==> src/rtl/stretch_pkg.sv <==
package stretch_pkg;
  // Strobes from the control to the counting datapath.
  typedef struct packed {
    logic cntClear;  // restart the count from zero
    logic cntInc;    // advance the count by one
    logic expire;    // limit reached on this tick
    logic flagClr;   // software clear request
  } stretchCtl_t;
endpackage

==> src/rtl/stretch_dp.sv <==
module stretch_dp
  import stretch_pkg::*;
#(
  parameter int CNT_W = 16
) (
  input  logic             clk,
  input  logic             rstN,
  input  stretchCtl_t      ctl,
  input  logic [CNT_W-1:0] limitValue,
  output logic             limitOff,
  output logic             reachNext
);
  localparam int EXT_W = CNT_W + 1;

  logic [CNT_W-1:0] countQ;
  logic [EXT_W-1:0] countNext;

  always_ff @(posedge clk or negedge rstN) begin
    if (!rstN) countQ <= '0;
    else if (ctl.cntClear || ctl.expire) countQ <= '0;
    else if (ctl.cntInc) countQ <= countNext[CNT_W-1:0];
  end

  // Widened so the comparison cannot wrap; >= also covers a limit lowered mid-window.
  assign countNext = {1'b0, countQ} + EXT_W'(1);
  assign reachNext = countNext >= {1'b0, limitValue};
  assign limitOff  = (limitValue == '0);
endmodule

==> src/rtl/stretch_ctl.sv <==
module stretch_ctl
  import stretch_pkg::*;
#(
  parameter int STATUS_W = 16,
  parameter int CLR_BIT  = 9
) (
  input  logic                clk,
  input  logic                rstN,
  input  logic                tickEn,
  input  logic                sclRelease,
  input  logic                sclLevel,
  input  logic                limitOff,
  input  logic                reachNext,
  input  logic                clrWrite,
  input  logic [STATUS_W-1:0] clrData,
  output stretchCtl_t         ctl,
  output logic                flagQ,
  output logic                abortQ
);
  logic lowHeld;
  logic advance;
  logic unusedBits;

  assign unusedBits = ^clrData;
  assign lowHeld    = sclRelease && !sclLevel;
  assign advance    = lowHeld && tickEn && !limitOff;

  always_comb begin
    ctl          = '0;
    ctl.cntClear = !lowHeld || limitOff;
    ctl.expire   = advance && reachNext;
    ctl.cntInc   = advance && !reachNext;
    ctl.flagClr  = clrWrite && clrData[CLR_BIT];
  end

  always_ff @(posedge clk or negedge rstN) begin
    if (!rstN) begin
      flagQ  <= 1'b0;
      abortQ <= 1'b0;
    end else begin
      abortQ <= ctl.expire;
      if (ctl.expire) flagQ <= 1'b1;       // expiry beats a same-cycle clear
      else if (ctl.flagClr) flagQ <= 1'b0;
    end
  end
endmodule

==> src/rtl/stretch_timeout.sv <==
module stretch_timeout
  import stretch_pkg::*;
#(
  parameter int CNT_W    = 16,
  parameter int STATUS_W = 16,
  parameter int CLR_BIT  = 9
) (
  input  logic                clk,
  input  logic                rstN,
  input  logic                tickEn,
  input  logic                sclRelease,
  input  logic                sclLevel,
  input  logic [CNT_W-1:0]    limitValue,
  input  logic                clrWrite,
  input  logic [STATUS_W-1:0] clrData,
  output logic                stretchTimeout,
  output logic                abortReq
);
  stretchCtl_t ctl;
  logic limitOff;
  logic reachNext;

  stretch_ctl #(.STATUS_W(STATUS_W), .CLR_BIT(CLR_BIT)) ctrl (
    .clk(clk), .rstN(rstN), .tickEn(tickEn), .sclRelease(sclRelease),
    .sclLevel(sclLevel), .limitOff(limitOff), .reachNext(reachNext),
    .clrWrite(clrWrite), .clrData(clrData), .ctl(ctl),
    .flagQ(stretchTimeout), .abortQ(abortReq)
  );

  stretch_dp #(.CNT_W(CNT_W)) dpath (
    .clk(clk), .rstN(rstN), .ctl(ctl), .limitValue(limitValue),
    .limitOff(limitOff), .reachNext(reachNext)
  );
endmodule

==> config.mk <==
export PLATFORM = sky130hd
export DESIGN_NAME = stretch_timeout
export DESIGN_NICKNAME = d
export VERILOG_FILES = /design/src/rtl/stretch_pkg.sv /design/src/rtl/stretch_dp.sv /design/src/rtl/stretch_ctl.sv /design/src/rtl/stretch_timeout.sv
export SDC_FILE = /design/constraint.sdc
export NUM_CORES = 1
export LEC_CHECK = 0
export BUFFER_PORTS_ARGS = -buffer_cell sky130_fd_sc_hd__buf_2
export CORE_AREA = 2 2 56 71
export DETAILED_ROUTE_END_ITERATION = 6
export DIE_AREA = 0 0 58 73
export GPL_TIMING_DRIVEN = 0
export HOLD_SLACK_MARGIN = 0.05
export MAX_ROUTING_LAYER = met4
export PLACE_DENSITY = 0.67
export SYNTH_ARGS = -nofsm -noshare
export SYNTH_HDL_FRONTEND = slang
export SYNTH_HIERARCHICAL = 1
export SYNTH_SLANG_ARGS = --single-unit
==> constraint.sdc <==
create_clock -name clk -period 4.3 [get_ports clk]
set_clock_uncertainty 0.15 [all_clocks]
set_input_delay 0.43 -clock clk [delete_from_list [all_inputs] [get_ports clk]]
set_output_delay 0.43 -clock clk [all_outputs]
set_load 0.03 [all_outputs]
==> impl_results.md <==
* Clock network power share at 39.3%
* Maximum number of pins on one net before global-route repair at 19
* Worst slew margin at between 70% and 80%
* Clock tree sinks at 18
* Internal at 267 uW
* Final Hold Viols at 0
* Sw Share at around a fifth
* Post-DP Area at roughly 0.0017 mm2
* CTS tree: built
* Final ANT Viol Nets at 0
* Number of global-route vias before repair at 1264
* CP Cell Sequence: ha_2, and4_2, buf_2, nand2_2, nor3_2, xor2_1, ha_1, a21o_1, a21oi_1, o21a_1, o211ai_1, and3b_1, inv_1, or3_1, or3_1, a21oi_1
* Hpwl dp at 2420 um
* CTS clk-pin slew, worst paths at 0.07 ns
* Pleak at 0.891 nW
* I/O pin cnt at 40
* Via Count at 1311
* # nets final at 265
* Reg2reg end: dpath/countQ[13]
* CP max-delay cell: or3_1
* CTS max path bufs at 2
* WP data required at roughly 4.3 ns
* CP peak stage delay at 0.50 ns
* Combinational Power Share at 10.5%
* Mapped Nets at about 240
* Final min period at 4.05 ns
* Syn avg cell area at between 8 and 9 um2
* Root buffer cell: clkbuf_8
* Core ar. at 0.00363 mm2
* H-tree levels at 1
* R2R Setup Slk at 0.25 ns
* Number of diodes at 0
* Worst Setup End Kind: register
* Final setup violating endpoints at 0
* Slack of the critical path at 0.248 ns
* HP Class: primary input to register
* Commonest non-fill, non-tap cell in the layout: buf_2
* Most frequent cells in the layout: 26 x buf_2, 17 x inv_1, 17 x dfrtp_1
* Die width at 58 um
* Slew Limit Fails at 0
* RR Startpoint: dpath/countQ[0]
* Worst-path maximum fanout at 8
* Share of cells above drive strength 1 at 21.1%
* Placer congestion estimate at 0.787
* Number of remaining DRC errors at 0
* RSZ-0062 raised after global routing: no
* Starting density of the core at 42.1%
* Post-DR vias/cell at 5.27
* Synth warn at 6
* Buffers on Ports at 24
* Worst Tran Pin Value at 0.424 ns
* # rows at 25
* First-pass GRT wire length at 5260 um
* Starting DRT DRC Count at 37
* Routed wire per std cell at 12.2 um
* Power per cell area at 191 mW/mm2
* CP startpoint kind: register
* Die height at 73 um
* Crit path to: dpath/countQ[13]
* Fmax at 247 MHz
* Max_cap viols at 0
* Pre-Repair DR Iteration Count at 4
* Grt ovf at 0
* Post-Syn Area at 0.00153 mm2
* Worst setup path startpoint: dpath/countQ[0]
* Overall power at 339 uW
* Setup WS pre-CTS at 0.0665 ns
* Seq pwr share at 50.1%
* Total track usage at 16.4%
* Initial antenna violation count at 0
* CP Data Arrival Time at 4.07 ns
* Critical setup path kind: register to register
* Switching power at 72.5 uW
* Setup_tns at 0 ns
* Max VDD drop at 0.000117 V
* Worst hold stages at 2
* Die ar. at ~0.0042 mm2
* Worst-Skew Late Latency at 0.25 ns
* TritonCTS Buffers at 3
* Post-CTS setup buffer count at 0
* Area growth from synthesis to layout at 16.0%
* Reg2Reg Depth at 16
* Period Utilization, post-route at 94.2%
* Status: completed
* Synth Instances at roughly 180
* Drt total wl at 3030 um
* Cell area after layout at 0.00177 mm2
[per-stage QoR]
| stage | hold slack (ns) | std cells | utilization, % |
|---|---|---|---|
| floorplan | -0.0156 | 181 | - |
| global placement | 0.234 | 245 | 46.8 |
| detailed placement | 0.233 | 245 | 46.8 |
| CTS | 0.303 | 250 | 48.6 |
| global route | 0.310 | 249 | 48.8 |
| finish | 0.312 | 249 | 48.8 |
[critical path, delay by kind of cell (launching register included)]
kind	cells	cell delay, ns
xor+xnor	1	0.22
simple gates	6	1.66
fa+ha+maj	2	0.52
compound gates	5	0.74
flops	1	0.42
buf+inv	2	0.27
[timing repair]
action,in CTS,in global routing
endpoints found under the setup margin,0,11
hold buffers,1,0
resized for setup,0,6
endpoints found under the hold margin,18,0
[cell type report]
class	count	area [um2]
flip-flops and latches	18	452
multi-input cells	139	987
well taps	40	50.0
plain buffers	6	33.8
repair buffers	25	130
inverters	17	63.8
clock buffers	4	55.1
fillers	363	1860
[sequential cells by signal (all words and copies together) (netlist names)]
signal,count
ctrl/abortQ,1
ctrl/flagQ,1
dpath/countQ,16
[power by group through the flow]
stage	logic, mW	clock network, mW	registers (mW)
global route	0.0415	0.145	0.170
CTS	0.0364	0.142	0.170
finish	0.0357	0.133	0.170
global placement	0.0351	0	0.173
detailed placement	0.0355	0	0.173
floorplan	0.0161	0	0.173
[how the worst min path moves through the flow]
stage	from	to	slack, ns
floorplan	rstN	ctrl/abortQ	-0.02
global placement	rstN	dpath/countQ[3]	0.23
detailed placement	rstN	dpath/countQ[3]	0.23
CTS	tickEn	ctrl/flagQ	0.30
global route	tickEn	ctrl/flagQ	0.31
finish	tickEn	ctrl/flagQ	0.31
[routing by layer]
layer  up-vias  track usage, %  wire, um
met3         8            1.24        82
li1        689               -         -
met4         0            9.30       102
met2        24            28.2      1470
met1       590            18.6      1380
met5         -               -         0
Note: power is estimated with default switching activity, not from simulation.
